[config.mk]
export PLATFORM = sky130hd
export DESIGN_NAME = pwm_chan
export DESIGN_NICKNAME = d
export VERILOG_FILES = /design/src/rtl/pwm_pkg.sv /design/src/rtl/pwm_tick_gen.sv /design/src/rtl/pwm_counter.sv /design/src/rtl/pwm_regs.sv /design/src/rtl/pwm_chan.sv
export SDC_FILE = /design/constraint.sdc
export NUM_CORES = 1
export LEC_CHECK = 0
export BUFFER_PORTS_ARGS = -buffer_cell sky130_fd_sc_hd__buf_4
export CELL_PAD_IN_SITES_DETAIL_PLACEMENT = 2
export CELL_PAD_IN_SITES_GLOBAL_PLACEMENT = 2
export CORE_ASPECT_RATIO = 0.6
export CORE_MARGIN = 2
export CORE_UTILIZATION = 41
export DETAILED_ROUTE_END_ITERATION = 12
export PLACE_DENSITY = 0.93
export SKIP_CTS_REPAIR_TIMING = 1
export SYNTH_ARGS = -nofsm -noshare
export SYNTH_HDL_FRONTEND = slang
export SYNTH_SLANG_ARGS = --single-unit
export TNS_END_PERCENT = 10
[constraint.sdc]
create_clock -name clk_i -period 9.85 [get_ports clk_i]
set_clock_uncertainty 0.2 [all_clocks]
set_input_delay 1.97 -clock clk_i [delete_from_list [all_inputs] [get_ports clk_i]]
set_output_delay 1.97 -clock clk_i [all_outputs]
set_load 0.02 [all_outputs]
[src/rtl/pwm_pkg.sv]
package pwm_pkg;
  // byte offsets; the host decodes these
  localparam int OFS_MODE = 'h00;
  localparam int OFS_DUTY = 'h04;
  localparam int OFS_PRD  = 'h08;
  localparam int OFS_CNT  = 'h0C;
  localparam int OFS_UPD  = 'h10;

  // mode bit positions
  localparam int BIT_UPD_PRD = 10;
  localparam int BIT_IDLE_HI = 9;
  localparam int BIT_CENTER  = 8;

  localparam logic [3:0] RATE_EXT_A = 4'hB;
  localparam logic [3:0] RATE_EXT_B = 4'hC;

  typedef struct packed {
    logic       upd_prd;
    logic       idle_hi;
    logic       center;
    logic [3:0] rate;
  } mode_t;
endpackage

[src/rtl/pwm_tick_gen.sv]
module pwm_tick_gen #(
  parameter int MAX_PRE = 10
) (
  input  logic       clk_i,
  input  logic       rst_ni,
  input  logic       en_i,
  input  logic [3:0] rate_i,
  input  logic       clka_i,
  input  logic       clkb_i,
  output logic       tick_o
);
  import pwm_pkg::*;

  localparam logic [3:0] MAX_PRE_C = 4'(MAX_PRE);

  logic [MAX_PRE-1:0] psc_q;
  logic [MAX_PRE-1:0] mask;
  logic               raw;

  always_ff @(posedge clk_i or negedge rst_ni) begin
    if (!rst_ni)    psc_q <= '0;
    else if (!en_i) psc_q <= '0;
    else            psc_q <= psc_q + 1'b1;
  end

  assign mask = ~({MAX_PRE{1'b1}} << rate_i);

  always_comb begin
    if (rate_i == RATE_EXT_A)      raw = clka_i;
    else if (rate_i == RATE_EXT_B) raw = clkb_i;
    else if (rate_i <= MAX_PRE_C)  raw = ((psc_q & mask) == mask);
    else                           raw = 1'b1; // reserved codes: divide by 1
  end

  assign tick_o = en_i & raw;

  p_no_tick_idle_r9: assert property (@(posedge clk_i) disable iff (!rst_ni)
    !en_i |=> (psc_q == '0));
endmodule

[src/rtl/pwm_counter.sv]
module pwm_counter #(
  parameter int CNT_W = 20
) (
  input  logic             clk_i,
  input  logic             rst_ni,
  input  logic             en_i,
  input  logic             tick_i,
  input  logic             center_i,
  input  logic             idle_hi_i,
  input  logic [CNT_W-1:0] prd_i,
  input  logic [CNT_W-1:0] dty_i,
  output logic [CNT_W-1:0] cnt_o,
  output logic             boundary_o,
  output logic             irq_o,
  output logic             pwm_o
);
  logic [CNT_W-1:0] cnt_q, cnt_d;
  logic             down_q, down_d;
  logic             irq_q;
  logic             wrap;
  logic [CNT_W:0]   cnt_inc;
  logic             at_top;

  assign cnt_inc = {1'b0, cnt_q} + 1'b1;
  assign at_top  = cnt_inc >= {1'b0, prd_i};

  always_comb begin
    cnt_d  = cnt_q;
    down_d = down_q;
    wrap   = 1'b0;
    if (!en_i) begin
      cnt_d  = '0;
      down_d = 1'b0;
    end else if (tick_i) begin
      if (!center_i) begin
        if (at_top) begin
          cnt_d = '0;
          wrap  = 1'b1;
        end else begin
          cnt_d = cnt_inc[CNT_W-1:0];
        end
      end else if (!down_q) begin
        if (at_top) begin
          cnt_d  = prd_i;
          down_d = 1'b1;
        end else begin
          cnt_d = cnt_inc[CNT_W-1:0];
        end
      end else if (cnt_q <= CNT_W'(1)) begin
        cnt_d  = '0;
        down_d = 1'b0;
        wrap   = 1'b1;
      end else begin
        cnt_d = cnt_q - 1'b1;
      end
    end
  end

  always_ff @(posedge clk_i or negedge rst_ni) begin
    if (!rst_ni) begin
      cnt_q  <= '0;
      down_q <= 1'b0;
      irq_q  <= 1'b0;
    end else begin
      cnt_q  <= cnt_d;
      down_q <= down_d;
      irq_q  <= wrap;
    end
  end

  assign cnt_o      = cnt_q;
  assign boundary_o = wrap;
  assign irq_o      = irq_q;
  assign pwm_o      = idle_hi_i ^ (en_i & (cnt_q < dty_i));

  p_edge_range_r6: assert property (@(posedge clk_i) disable iff (!rst_ni)
    (en_i && !center_i && prd_i != '0) |-> (cnt_q < prd_i));

  p_center_range_r7: assert property (@(posedge clk_i) disable iff (!rst_ni)
    (en_i && center_i) |-> (cnt_q <= prd_i));

  p_cleared_off_r9: assert property (@(posedge clk_i) disable iff (!rst_ni)
    !en_i |=> (cnt_o == '0));

  p_idle_level_r9: assert property (@(posedge clk_i) disable iff (!rst_ni)
    !en_i |-> (pwm_o == idle_hi_i));
endmodule

[src/rtl/pwm_regs.sv]
module pwm_regs #(
  parameter int ADDR_W = 5,
  parameter int DATA_W = 32,
  parameter int CNT_W  = 20
) (
  input  logic                 clk_i,
  input  logic                 rst_ni,
  input  logic                 en_i,
  input  logic                 sel_i,
  input  logic                 wr_i,
  input  logic [ADDR_W-1:0]    addr_i,
  input  logic [DATA_W-1:0]    wdata_i,
  input  logic [CNT_W-1:0]     cnt_i,
  input  logic                 boundary_i,
  output pwm_pkg::mode_t       mode_o,
  output logic [CNT_W-1:0]     prd_o,
  output logic [CNT_W-1:0]     dty_o,
  output logic [DATA_W-1:0]    rdata_o
);
  import pwm_pkg::*;

  localparam int WORD_W = ADDR_W - 2;
  localparam int PAD_W  = DATA_W - CNT_W;

  mode_t            mode_q;
  logic [CNT_W-1:0] prd_q, dty_q, upd_q;
  logic             pend_q;
  logic [WORD_W-1:0] word;
  logic [CNT_W-1:0]  wval;
  logic wr_en, wr_mode, wr_dty, wr_prd, wr_upd, apply;
  logic [DATA_W-1:0] mode_rd;
  logic unused_bits;

  function automatic logic [CNT_W-1:0] clamp(input logic [CNT_W-1:0] v,
                                             input logic [CNT_W-1:0] lim);
    return (v > lim) ? lim : v;
  endfunction

  assign word    = addr_i[ADDR_W-1:2];
  assign wval    = wdata_i[CNT_W-1:0];
  assign wr_en   = sel_i & wr_i;
  assign wr_mode = wr_en & ~en_i & (word == WORD_W'(OFS_MODE >> 2));
  assign wr_dty  = wr_en & ~en_i & (word == WORD_W'(OFS_DUTY >> 2));
  assign wr_prd  = wr_en & ~en_i & (word == WORD_W'(OFS_PRD  >> 2));
  assign wr_upd  = wr_en &         (word == WORD_W'(OFS_UPD  >> 2));
  assign apply   = boundary_i & pend_q;

  always_ff @(posedge clk_i or negedge rst_ni) begin
    if (!rst_ni) begin
      mode_q <= '0;
      prd_q  <= '0;
      dty_q  <= '0;
      upd_q  <= '0;
      pend_q <= 1'b0;
    end else begin
      if (wr_mode) begin
        mode_q.upd_prd <= wdata_i[BIT_UPD_PRD];
        mode_q.idle_hi <= wdata_i[BIT_IDLE_HI];
        mode_q.center  <= wdata_i[BIT_CENTER];
        mode_q.rate    <= wdata_i[3:0];
      end
      if (wr_prd)                          prd_q <= wval;
      else if (apply && mode_q.upd_prd)    prd_q <= upd_q;
      if (wr_dty)                          dty_q <= clamp(wval, prd_q);
      else if (apply && !mode_q.upd_prd)   dty_q <= clamp(upd_q, prd_q);
      if (wr_upd) upd_q <= wval;
      // a write in the boundary cycle stays pending for the next one
      if (wr_upd)          pend_q <= 1'b1;
      else if (boundary_i) pend_q <= 1'b0;
    end
  end

  always_comb begin
    mode_rd              = '0;
    mode_rd[BIT_UPD_PRD] = mode_q.upd_prd;
    mode_rd[BIT_IDLE_HI] = mode_q.idle_hi;
    mode_rd[BIT_CENTER]  = mode_q.center;
    mode_rd[3:0]         = mode_q.rate;
  end

  always_comb begin
    rdata_o = '0;
    if (sel_i && !wr_i) begin
      if      (word == WORD_W'(OFS_MODE >> 2)) rdata_o = mode_rd;
      else if (word == WORD_W'(OFS_DUTY >> 2)) rdata_o = {{PAD_W{1'b0}}, dty_q};
      else if (word == WORD_W'(OFS_PRD  >> 2)) rdata_o = {{PAD_W{1'b0}}, prd_q};
      else if (word == WORD_W'(OFS_CNT  >> 2)) rdata_o = {{PAD_W{1'b0}}, cnt_i};
      else if (word == WORD_W'(OFS_UPD  >> 2)) rdata_o = {{PAD_W{1'b0}}, upd_q};
    end
  end

  assign mode_o = mode_q;
  assign prd_o  = prd_q;
  assign dty_o  = dty_q;
  assign unused_bits = ^{addr_i[1:0], wdata_i[DATA_W-1:CNT_W]};

  p_mode_locked_r3: assert property (@(posedge clk_i) disable iff (!rst_ni)
    en_i |=> $stable(mode_q));

  p_prd_held_r10: assert property (@(posedge clk_i) disable iff (!rst_ni)
    (en_i && !boundary_i) |=> $stable(prd_q));

  p_dty_held_r10: assert property (@(posedge clk_i) disable iff (!rst_ni)
    (en_i && !boundary_i) |=> $stable(dty_q));

  p_dty_clamped_r4: assert property (@(posedge clk_i) disable iff (!rst_ni)
    wr_dty |=> (dty_q <= prd_q));
endmodule

[src/rtl/pwm_chan.sv]
module pwm_chan #(
  parameter int ADDR_W  = 5,
  parameter int DATA_W  = 32,
  parameter int CNT_W   = 20,
  parameter int MAX_PRE = 10
) (
  input  logic              clk_i,
  input  logic              rst_ni,
  input  logic              en_i,
  input  logic              clka_tick_i,
  input  logic              clkb_tick_i,
  input  logic              sel_i,
  input  logic              wr_i,
  input  logic [ADDR_W-1:0] addr_i,
  input  logic [DATA_W-1:0] wdata_i,
  output logic [DATA_W-1:0] rdata_o,
  output logic              pwm_o,
  output logic              irq_o
);
  import pwm_pkg::*;

  mode_t            mode;
  logic [CNT_W-1:0] prd, dty, cnt;
  logic             tick, boundary;

  pwm_regs #(.ADDR_W(ADDR_W), .DATA_W(DATA_W), .CNT_W(CNT_W)) u_regs (
    .clk_i      (clk_i),
    .rst_ni     (rst_ni),
    .en_i       (en_i),
    .sel_i      (sel_i),
    .wr_i       (wr_i),
    .addr_i     (addr_i),
    .wdata_i    (wdata_i),
    .cnt_i      (cnt),
    .boundary_i (boundary),
    .mode_o     (mode),
    .prd_o      (prd),
    .dty_o      (dty),
    .rdata_o    (rdata_o)
  );

  pwm_tick_gen #(.MAX_PRE(MAX_PRE)) u_tick (
    .clk_i  (clk_i),
    .rst_ni (rst_ni),
    .en_i   (en_i),
    .rate_i (mode.rate),
    .clka_i (clka_tick_i),
    .clkb_i (clkb_tick_i),
    .tick_o (tick)
  );

  pwm_counter #(.CNT_W(CNT_W)) u_cnt (
    .clk_i      (clk_i),
    .rst_ni     (rst_ni),
    .en_i       (en_i),
    .tick_i     (tick),
    .center_i   (mode.center),
    .idle_hi_i  (mode.idle_hi),
    .prd_i      (prd),
    .dty_i      (dty),
    .cnt_o      (cnt),
    .boundary_o (boundary),
    .irq_o      (irq_o),
    .pwm_o      (pwm_o)
  );
endmodule

==> results of run 1 <==
-- routing by layer --
metal,GRT usage,up-vias
li1,-,4012
met1,0.494,4912
met2,0.535,489
met3,0.0788,68
met4,0.0988,0
met5,0,-
-- flip-flops by register name (all words and copies together), names as in the netlist --
register       count
u_cnt.cnt_o       20
u_regs.dty_o      20
u_regs.prd_o      20
u_regs.upd_q      20
u_tick.psc_q      10
u_regs.mode_o      7
u_cnt.down_q       1
u_cnt.irq_o        1
u_regs.pend_q      1
-- report_power, final --
group | internal [W] | total [W] | switching [W]
Combinational | 0.000365 | 0.00102 | 0.000652
Clock | 0.000179 | 0.000367 | 0.000188
Sequential | 0.000504 | 0.000683 | 0.000179
-- stage by stage --
stage               utilization  instance area, µm²  total power (W)  hold WS (ps)
CTS                       0.457                9720          0.00203           364
global placement          0.445                9440          0.00156           308
global route              0.458                9730          0.00217           392
floorplan                     -                9020          0.00127           258
finish                    0.458                9730          0.00207           369
detailed placement        0.445                9440          0.00165           352
-- cell usage after synthesis, types with 5 or more instances --
library cell,number,share of area
sky130_fd_sc_hd__o211ai_1,29,0.024
sky130_fd_sc_hd__or4_1,25,0.021
sky130_fd_sc_hd__o311ai_1,6,0.0059
sky130_fd_sc_hd__nor3_1,22,0.012
sky130_fd_sc_hd__nand2b_1,8,0.0056
sky130_fd_sc_hd__a311oi_1,5,0.0049
sky130_fd_sc_hd__buf_1,8,0.0033
sky130_fd_sc_hd__a21oi_1,46,0.026
sky130_fd_sc_hd__or3_1,9,0.0063
sky130_fd_sc_hd__mux2_2,25,0.031
sky130_fd_sc_hd__nor2_1,50,0.021
sky130_fd_sc_hd__o22ai_1,38,0.026
sky130_fd_sc_hd__nand4_1,35,0.024
sky130_fd_sc_hd__nand3_1,30,0.017
sky130_fd_sc_hd__o21ai_0,34,0.019
sky130_fd_sc_hd__a221o_1,6,0.0067
sky130_fd_sc_hd__and3_1,17,0.012
sky130_fd_sc_hd__nand2_1,64,0.027
sky130_fd_sc_hd__a21o_1,15,0.013
sky130_fd_sc_hd__inv_1,56,0.023
sky130_fd_sc_hd__and2_1,15,0.010
sky130_fd_sc_hd__dfrtp_1,100,0.28
sky130_fd_sc_hd__o31ai_1,25,0.021
sky130_fd_sc_hd__clkbuf_1,67,0.028
sky130_fd_sc_hd__nor2b_1,8,0.0056
sky130_fd_sc_hd__a22oi_1,19,0.016
sky130_fd_sc_hd__xnor2_1,25,0.024
sky130_fd_sc_hd__buf_4,15,0.013
sky130_fd_sc_hd__a211oi_1,7,0.0059
sky130_fd_sc_hd__o21a_1,7,0.0059
sky130_fd_sc_hd__o2111ai_1,6,0.0059
sky130_fd_sc_hd__nor4_1,9,0.0063
sky130_fd_sc_hd__o41ai_1,25,0.024
sky130_fd_sc_hd__a31oi_1,12,0.0084
sky130_fd_sc_hd__xor2_1,13,0.013
sky130_fd_sc_hd__o311ai_0,15,0.015
sky130_fd_sc_hd__ha_1,83,0.12
sky130_fd_sc_hd__buf_2,8,0.0045
sky130_fd_sc_hd__mux2i_1,17,0.019
-- worst max-delay path by stage --
stage / startpoint / to / cells after the start / slack (ps)
final: addr_i[2] / rdata_o[8] / 8 / 3170
after global routing: u_cnt.cnt_o[0]$_DFFE_PN0P_ / u_regs.prd_o[7]$_DFFE_PN0P_ / 16 / 2920
after CTS: addr_i[2] / rdata_o[8] / 8 / 3260
after detailed placement: addr_i[2] / rdata_o[8] / 8 / 3260
after global placement: addr_i[2] / rdata_o[8] / 8 / 3420
after floorplan: addr_i[2] / rdata_o[10] / 7 / 4160
-- final cells by class --
cell class / count / area, µm²
clock inverters: 4 / 25.0
fillers: 2340 / 11500
well taps: 279 / 349
clock buffers: 12 / 246
flip-flops and latches: 100 / 2500
inverters: 60 / 225
multi-input cells: 808 / 5890
repair buffers: 64 / 484
-- placed cells by master, fill, tap and decap left out, types with 9 or more instances in the layout --
cell type                     n
sky130_fd_sc_hd__a31oi_1     12
sky130_fd_sc_hd__dfrtp_1    100
sky130_fd_sc_hd__mux2i_1     17
sky130_fd_sc_hd__mux2_2      25
sky130_fd_sc_hd__xor2_1      13
sky130_fd_sc_hd__o211ai_1    29
sky130_fd_sc_hd__or3_1        9
sky130_fd_sc_hd__clkbuf_16    9
sky130_fd_sc_hd__ha_1        83
sky130_fd_sc_hd__nor3_1      19
sky130_fd_sc_hd__nand4_1     35
sky130_fd_sc_hd__o21ai_0     33
sky130_fd_sc_hd__a21o_1      15
sky130_fd_sc_hd__nand2_1     64
sky130_fd_sc_hd__o41ai_1     25
sky130_fd_sc_hd__and3_1      17
sky130_fd_sc_hd__or4_1       25
sky130_fd_sc_hd__xnor2_1     25
sky130_fd_sc_hd__nand3_1     30
sky130_fd_sc_hd__inv_1       56
sky130_fd_sc_hd__o311ai_0    15
sky130_fd_sc_hd__nor2_1      48
sky130_fd_sc_hd__and2_1      15
sky130_fd_sc_hd__buf_4       63
sky130_fd_sc_hd__conb_1      12
sky130_fd_sc_hd__o22ai_1     38
sky130_fd_sc_hd__a21oi_1     46
sky130_fd_sc_hd__a22oi_1     19
sky130_fd_sc_hd__o31ai_1     25
-- logic make-up after synthesis --
logic type | after synthesis | share of synthesized area
buf+inv | 158 | 0.0734
other cells | 1 | 0.000418
xor+xnor | 38 | 0.0371
simple gates | 308 | 0.187
fa+ha+maj | 83 | 0.116
flops | 100 | 0.279
compound gates | 325 | 0.258
mux | 42 | 0.0503
-- worst min-delay path, delay by kind of cell (launching register included) --
| kind | cells | cell delay, ps |
|---|---|---|
| compound gates | 2 | 160 |
| flops | 1 | 370 |
==> run metrics, run 1 <==
run status=finished clean; cts bufs inserted=9; via count of the routed design=9481; post-synthesis average cell area=8.51 µm²; Placed Instances=1310; crit-path max FO=28; final setup vio count=0; Power Density=212 mW/mm²; portion of the clock cycle consumed by the worst path in the final layout=0.678; Max Clock Freq=150 MHz; max_cap viols=0; Total Neg Setup Slack=0 ps; wire length of the first global-routing pass=62.1 mm; minimum period implied by the final worst setup slack=6680 ps; type of the worst setup path=in2out; CTS max path bufs=2; total gr overflow=0; final worst setup slack=3170 ps; critical path launch point type=primary input; global placer's final weighted congestion=0.893; number of buffers added on ports=51; Syn Inst Count=1055; Detail Route Antenna Nets=0; routed wire length=40.2 mm; vias in the first global route=9856; maximum vdd ir drop=0.0953 mV; number of standard cells in the final layout excluding fillers=1327; final hold violation count=0; Cell Area, Synth=0.00898 mm²; Post-route DRC=0; count of flip-flops with a built-in enable after synthesis=0; post-synthesis async set-or-reset flop share=1.00; worst slew margin relative to its limit=0.143; Detailed Route Iter0 Violations=1022; Clk Latency, worst-skew pair=370 ps; number of clock sinks=100; actual slew at the worst max-slew pin=1280 ps; highest metal used=met4; Slowest Stage Delay on Critical Path=980 ps; Critical R2R Capture=u_regs.prd_o[0]$_DFFE_PN0P_; cell type with the highest occurrence count on the critical path=sky130_fd_sc_hd__buf_4; Critical-path top delay cell=sky130_fd_sc_hd__nor2b_1; RSZ-0062 raised after global routing=false; clock-pin slew reported for the worst setup and hold paths after clock tree synthesis=80 ps; count of boundary I/O pins=78; FF+latch count, synth=100; Hold EP=u_regs.dty_o[15]$_DFFE_PN0P_; Largest delay share family, worst path=simple AND/OR/NAND/NOR gates; sum of buffers and inverters on the critical path=2; post-placement setup slack=3260 ps; vias per inst=7.14; met1 layer wirelength in the final routing=17.6 mm; layout cell share with drive strength beyond 1=0.115; clock tree from TritonCTS=yes; Wirelength per Cell=30.3 µm; min-delay src=u_regs.dty_o[15]$_DFFE_PN0P_; met3 wire length=3.94 mm; amount of wire on met2 after detailed routing=17.8 mm; Nets=1170; Root Buffer=sky130_fd_sc_hd__clkbuf_16; portion of the post-synthesis area used by sequential elements=0.279; global routing usage summed across all routing layers=0.350; maximum level of the CTS H-tree=3; Yosys cell types=61; standard-cell rows=41; Critical Path End Type=output pin; data arrival time at the worst-slack endpoint=4510 ps; initial antenna violation count=0; Main synth FF type=sky130_fd_sc_hd__dfrtp_1; Hold Crit Depth=2; FF-to-FF path depth=16; launch point of the worst reg-to-reg path=u_cnt.cnt_o[0]$_DFFE_PN0P_; reg-to-reg setup timing slack=3190 ps; Core Region=0.0212 mm²; number of antenna diodes=0; Static Leak=4.13 nW; first-pass iteration count of the detailed router=5; Post-DP HPWL=29.8 mm; starting density of the core=0.423; Final Slew Violations=0; number of warnings printed during yosys synthesis=0; height of the chip=119 µm; area enclosed by the die boundary=0.0231 mm²; width of the die=195 µm; largest net degree at the start of global routing=52; post-synthesis to final-layout area growth=8.32%; data required time at the worst endpoint=7680 ps; Hold/Removal Path Class=reg2reg; ordered cell list for the critical path=buf_4 -> nor2b_1 -> and2_1 -> nand2_1 -> o211ai_1 -> o21ai_0 -> nor2_1 -> buf_4
(Power assumes the default switching activity.)
==> run 2: changes to the inputs <==
--- a/config.mk
+++ b/config.mk
@@ -10,9 +10,9 @@
 export CELL_PAD_IN_SITES_GLOBAL_PLACEMENT = 2
 export CORE_ASPECT_RATIO = 0.6
 export CORE_MARGIN = 2
-export CORE_UTILIZATION = 41
+export CORE_UTILIZATION = 34
 export DETAILED_ROUTE_END_ITERATION = 12
-export PLACE_DENSITY = 0.93
+export PLACE_DENSITY = 0.83
 export SKIP_CTS_REPAIR_TIMING = 1
 export SYNTH_ARGS = -nofsm -noshare
 export SYNTH_HDL_FRONTEND = slang
==> constraint.sdc (replaced) <==
create_clock -name clk_i -period 6 [get_ports clk_i]
set_clock_uncertainty 0.2 [all_clocks]
set_input_delay 1.2 -clock clk_i [delete_from_list [all_inputs] [get_ports clk_i]]
set_output_delay 1.2 -clock clk_i [all_outputs]
set_load 0.02 [all_outputs]
==> run metrics, run 2 (synthesis gave the netlist of run 1 again) <==
portion of the clock cycle consumed by the worst path in the final layout=0.920; clock-pin slew reported for the worst setup and hold paths after clock tree synthesis=80 ps; Hold/Removal Path Class=reg2reg; number of clock sinks=100; standard-cell rows=46; max_cap viols=0; run status=finished clean; post-synthesis to final-layout area growth=11.6%; ordered cell list for the critical path=ha_1 -> inv_1 -> nor4_4 -> and3_1 -> and3_1 -> xor2_1 -> ha_1 -> nand4_1 -> nor4_1 -> a221oi_1 -> o21a_1 -> a2111o_1 -> o21a_1 -> o31ai_1; largest net degree at the start of global routing=68; number of buffers added on ports=51; height of the chip=130 µm; data required time at the worst endpoint=6080 ps; cts bufs inserted=9; Post-DP HPWL=29.5 mm; Static Leak=4.25 nW; via count of the routed design=9183; vias in the first global route=9798; global routing usage summed across all routing layers=0.295; commonest non-fill, non-tap cell in the layout=sky130_fd_sc_hd__dfrtp_1; min-delay src=u_tick.psc_q[0]$_DFF_PN0_; area enclosed by the die boundary=0.0278 mm²; final hold violation count=0; critical path launch point type=register; global placer's final weighted congestion=0.912; total gr overflow=0; layout cell share with drive strength beyond 1=0.129; minimum period implied by the final worst setup slack=5520 ps; routed wire length=39.1 mm; CTS max path bufs=2; DP Area=0.00966 mm²; Hold EP=u_tick.psc_q[0]$_DFF_PN0_; Max Clock Freq=181 MHz; initial antenna violation count=0; Detailed Route Iter0 Violations=819; cell area after layout=0.0100 mm²; Critical-path top delay cell=sky130_fd_sc_hd__a2111o_1; Final Slew Violations=0; Wirelength per Cell=27.5 µm; data arrival time at the worst-slack endpoint=5600 ps; type of the worst setup path=reg2reg; Critical R2R Capture=u_regs.dty_o[8]$_DFFE_PN0P_; clock tree from TritonCTS=yes; Root Buffer=sky130_fd_sc_hd__clkbuf_16; Hold Crit Depth=1; count of boundary I/O pins=78; maximum level of the CTS H-tree=3; top library cells by usage in the layout, fill and taps aside=100 x sky130_fd_sc_hd__dfrtp_1, 83 x sky130_fd_sc_hd__ha_1, 81 x sky130_fd_sc_hd__buf_4; Total Neg Setup Slack=0 ps; vias per inst=6.44; overall power consumption=0.00352 W; layout filler cell count=2918; Clk Latency, worst-skew pair=390 ps; reg-to-reg setup timing slack=480 ps; wire length of the first global-routing pass=61.6 mm; Core Region=0.0262 mm²; first-pass iteration count of the detailed router=6; Detail Route Antenna Nets=0; width of the die=214 µm; Nets=1187; actual slew at the worst max-slew pin=1400 ps; RSZ-0062 raised after global routing=false; crit-path max FO=20; Critical Path End Type=register; final setup vio count=0; maximum vdd ir drop=0.133 mV; worst slew margin relative to its limit=0.0666; Slowest Stage Delay on Critical Path=610 ps; Post-route DRC=0; Power Density=351 mW/mm²; launch point of the worst reg-to-reg path=u_cnt.cnt_o[0]$_DFFE_PN0P_; FF-to-FF path depth=14; starting density of the core=0.343
[run 2: cell count changes in the layout (fill, tap and decap cells not counted), moves of 2 or more]
| cell | before | now |
|---|---|---|
| sky130_fd_sc_hd__buf_4 | 63 | 81 |
| sky130_fd_sc_hd__bufinv_16 | 0 | 3 |
| sky130_fd_sc_hd__clkbuf_1 | 2 | 0 |
| sky130_fd_sc_hd__clkinv_2 | 2 | 0 |
| sky130_fd_sc_hd__clkinvlp_4 | 2 | 0 |
| sky130_fd_sc_hd__inv_6 | 0 | 2 |
| sky130_fd_sc_hd__nor2_1 | 48 | 50 |
| sky130_fd_sc_hd__nor2_2 | 2 | 0 |
[run 2: area by class of cell]
class | count | area (µm²) | share of cell area
clock buffer | 10 | 239 | 0.0239
multi-input combinational | 808 | 5880 | 0.586
tap | 360 | 450 | 0.0450
clock inverter | 6 | 116 | 0.0116
sequential | 100 | 2500 | 0.250
antenna | 1 | 2.50 | 0.000250
inverter | 60 | 225 | 0.0225
timing repair buffer | 81 | 608 | 0.0607
[run 2: critical path: cells and delay by family (launching register included)]
family	cells	cell delay (ps)
flip-flops	1	580
adder cells (fa/ha/maj)	2	630
AO/OA/AOI/OAI	5	2020
XOR/XNOR	1	120
AND/OR/NAND/NOR	5	1710
buffers and inverters	1	150
[run 2: worst max path at each step]
stage,startpoint,to,slack [ps],cells after the start
finish,u_cnt.cnt_o[0]$_DFFE_PN0P_,u_regs.dty_o[8]$_DFFE_PN0P_,480,14
global route,u_cnt.cnt_o[0]$_DFFE_PN0P_,u_regs.dty_o[12]$_DFFE_PN0P_,110,14
CTS,u_cnt.cnt_o[0]$_DFFE_PN0P_,u_regs.dty_o[8]$_DFFE_PN0P_,600,14
detailed placement,u_cnt.cnt_o[0]$_DFFE_PN0P_,u_regs.dty_o[12]$_DFFE_PN0P_,630,14
global placement,u_cnt.cnt_o[0]$_DFFE_PN0P_,u_regs.dty_o[1]$_DFFE_PN0P_,760,14
floorplan,addr_i[2],rdata_o[10],1850,7
[run 2: through the flow]
stage	hold WS, ps	setup WS (ps)	util	instances
6_report	332	481	0.383	1426
5_1_grt	365	110	0.383	1425
4_1_cts	337	604	0.383	1425
3_5_place_dp	325	634	0.369	1409
3_3_place_gp	307	761	0.369	1409
2_1_floorplan	258	1850	-	1066
[run 2: layer usage]
layer | global-route usage | vias to the layer above | wire (µm)
li1 | - | 4054 | -
met1 | 0.436 | 4767 | 19400
met2 | 0.437 | 317 | 16700
met3 | 0.0529 | 45 | 2400
met4 | 0.0829 | 0 | 715
met5 | 0 | - | 0
[run 2: power by group]
part,switching (W),internal [W]
sequential,0.000249,0.000828
clock,0.000322,0.000424
combinational,0.00108,0.000620
total,0.00165,0.00187
==> run 3: changes to the inputs <==
--- a/config.mk
+++ b/config.mk
@@ -13,6 +13,7 @@
 export CORE_UTILIZATION = 34
 export DETAILED_ROUTE_END_ITERATION = 12
 export PLACE_DENSITY = 0.83
+export RECOVER_POWER = 100
 export SKIP_CTS_REPAIR_TIMING = 1
 export SYNTH_ARGS = -nofsm -noshare
 export SYNTH_HDL_FRONTEND = slang
==> run metrics, run 3 (synthesis gave the netlist of run 1 again) <==
Wirelength per Cell=27.4 µm; Slowest Stage Delay on Critical Path=1000 ps; Hold/Removal Path Class=reg2reg; cts bufs inserted=9; met2 GRT Util=0.437; Max Clock Freq=178 MHz; peak-usage layer in the global routing report=met2; minimum period implied by the final worst setup slack=5610 ps; maximum level of the CTS H-tree=3; sum of buffers and inverters on the critical path=2; initial antenna violation count=0; Final Slew Violations=68; largest net degree at the start of global routing=68; GR Layer Usage met1=0.436; post-synthesis to final-layout area growth=10.9%; number of standard cells in the final layout excluding fillers=1426; global routing usage summed across all routing layers=0.295; final setup vio count=0; data arrival time at the worst-slack endpoint=4210 ps; area enclosed by the die boundary=0.0278 mm²; worst slew margin relative to its limit=-1.79; top library cells by usage in the layout, fill and taps aside=100 x sky130_fd_sc_hd__dfrtp_1, 83 x sky130_fd_sc_hd__ha_1, 64 x sky130_fd_sc_hd__nand2_1, 64 x sky130_fd_sc_hd__buf_4, 58 x sky130_fd_sc_hd__inv_1; standard-cell rows=46; count of boundary I/O pins=78; clock tree from TritonCTS=yes; run status=finished, violations left; Core Region=0.0262 mm²; number of buffers added on ports=51; type of the worst setup path=in2out; max_cap viols=1; starting density of the core=0.343; total gr overflow=0; Total Neg Setup Slack=0 ps; Placed Instances=1409; Post-DP HPWL=29.5 mm; overall power consumption=0.00350 W; Detail Route Antenna Nets=0; crit-path max FO=25; via count of the routed design=9211; width of the die=214 µm; Nets=1187; Critical-path top delay cell=sky130_fd_sc_hd__clkbuf_1; height of the chip=130 µm; routed wire length=39.1 mm; final hold violation count=0; number of clock sinks=100; layout cell share with drive strength beyond 1=0.114; vias in the first global route=9798; critical path launch point type=primary input; Clk Latency, worst-skew pair=390 ps; RSZ-0062 raised after global routing=false; GR Layer Usage met3=0.0529; portion of the clock cycle consumed by the worst path in the final layout=0.935; wire length of the first global-routing pass=61.6 mm; ordered cell list for the critical path=clkbuf_1 -> or3_1 -> nor2b_1 -> and2_0 -> buf_4; CTS max path bufs=2; maximum vdd ir drop=0.133 mV; global placer's final weighted congestion=0.912; Static Leak=4.18 nW; Power Density=352 mW/mm²; Detailed Route Iter0 Violations=841; data required time at the worst endpoint=4600 ps; actual slew at the worst max-slew pin=4190 ps; clock-pin slew reported for the worst setup and hold paths after clock tree synthesis=70 ps; failing checks=max-capacitance violations, max-slew violations; first-pass iteration count of the detailed router=5; Post-route DRC=0; commonest non-fill, non-tap cell in the layout=sky130_fd_sc_hd__dfrtp_1; vias per inst=6.46; Largest delay share family, worst path=simple AND/OR/NAND/NOR gates; Critical Path End Type=output pin; Root Buffer=sky130_fd_sc_hd__clkbuf_16
run 3: area by class of cell:
type                            count  area (µm²)
Sequential cell                   100        2500
Clock buffer                       10         239
Tap cell                          360         450
Multi-Input combinational cell    808        5880
Timing Repair Buffer               81         548
Antenna cell                        1        2.50
Clock inverter                      6         116
Fill cell                        2930       16200
Inverter                           60         225
run 3: power breakdown:
part	switching (W)	internal (W)
sequential	0.000250	0.000828
combinational	0.00107	0.000608
clock	0.000320	0.000424
run 3: final timing paths:
path                                            start                            to  slack [ps]  cells past startpoint
hold reg to reg             u_tick.psc_q[0]$_DFF_PN0_     u_tick.psc_q[0]$_DFF_PN0_         330                      1
max in group asynchronous                      rst_ni    u_cnt.cnt_o[7]$_DFFE_PN0P_         980                      2
setup reg to reg           u_cnt.cnt_o[0]$_DFFE_PN0P_  u_regs.prd_o[17]$_DFFE_PN0P_         470                     16
min in group asynchronous                      rst_ni   u_regs.prd_o[1]$_DFFE_PN0P_        2080                      1
hold / removal              u_tick.psc_q[0]$_DFF_PN0_     u_tick.psc_q[0]$_DFF_PN0_         330                      1
setup / recovery                            addr_i[3]                    rdata_o[4]         390                      5
run 3: worst reg2reg max path: stages, from the launching register on:
cell and delay, ps:
sky130_fd_sc_hd__dfrtp_1 590, sky130_fd_sc_hd__ha_1 320, sky130_fd_sc_hd__inv_1 150, sky130_fd_sc_hd__nor4_4 440, sky130_fd_sc_hd__and3_1 270, sky130_fd_sc_hd__and3_1 310
sky130_fd_sc_hd__xor2_1 120, sky130_fd_sc_hd__ha_1 320, sky130_fd_sc_hd__nand4_1 190, sky130_fd_sc_hd__nor4_1 490, sky130_fd_sc_hd__a221oi_1 220, sky130_fd_sc_hd__o21a_1 170
sky130_fd_sc_hd__a2111o_1 600, sky130_fd_sc_hd__inv_1 170, sky130_fd_sc_hd__clkbuf_2 480, sky130_fd_sc_hd__nand4_1 190, sky130_fd_sc_hd__o311ai_0 150
run 3: layer usage:
metal / share of wire / vias up / wire, µm
met5: 0 / - / 0
met4: 0.020 / 0 / 765
met3: 0.065 / 52 / 2530
met2: 0.42 / 346 / 16600
met1: 0.49 / 4756 / 19200
li1: - / 4057 / -
run 3: through the flow:
step,cell area (µm²),hold slack [ps],worst slack (ps),util
finish,9960,330,388,0.380
global route,9960,365,128,0.380
CTS,10000,337,604,0.383
detailed placement,9660,325,634,0.369
global placement,9660,307,761,0.369
floorplan,9020,258,1850,-
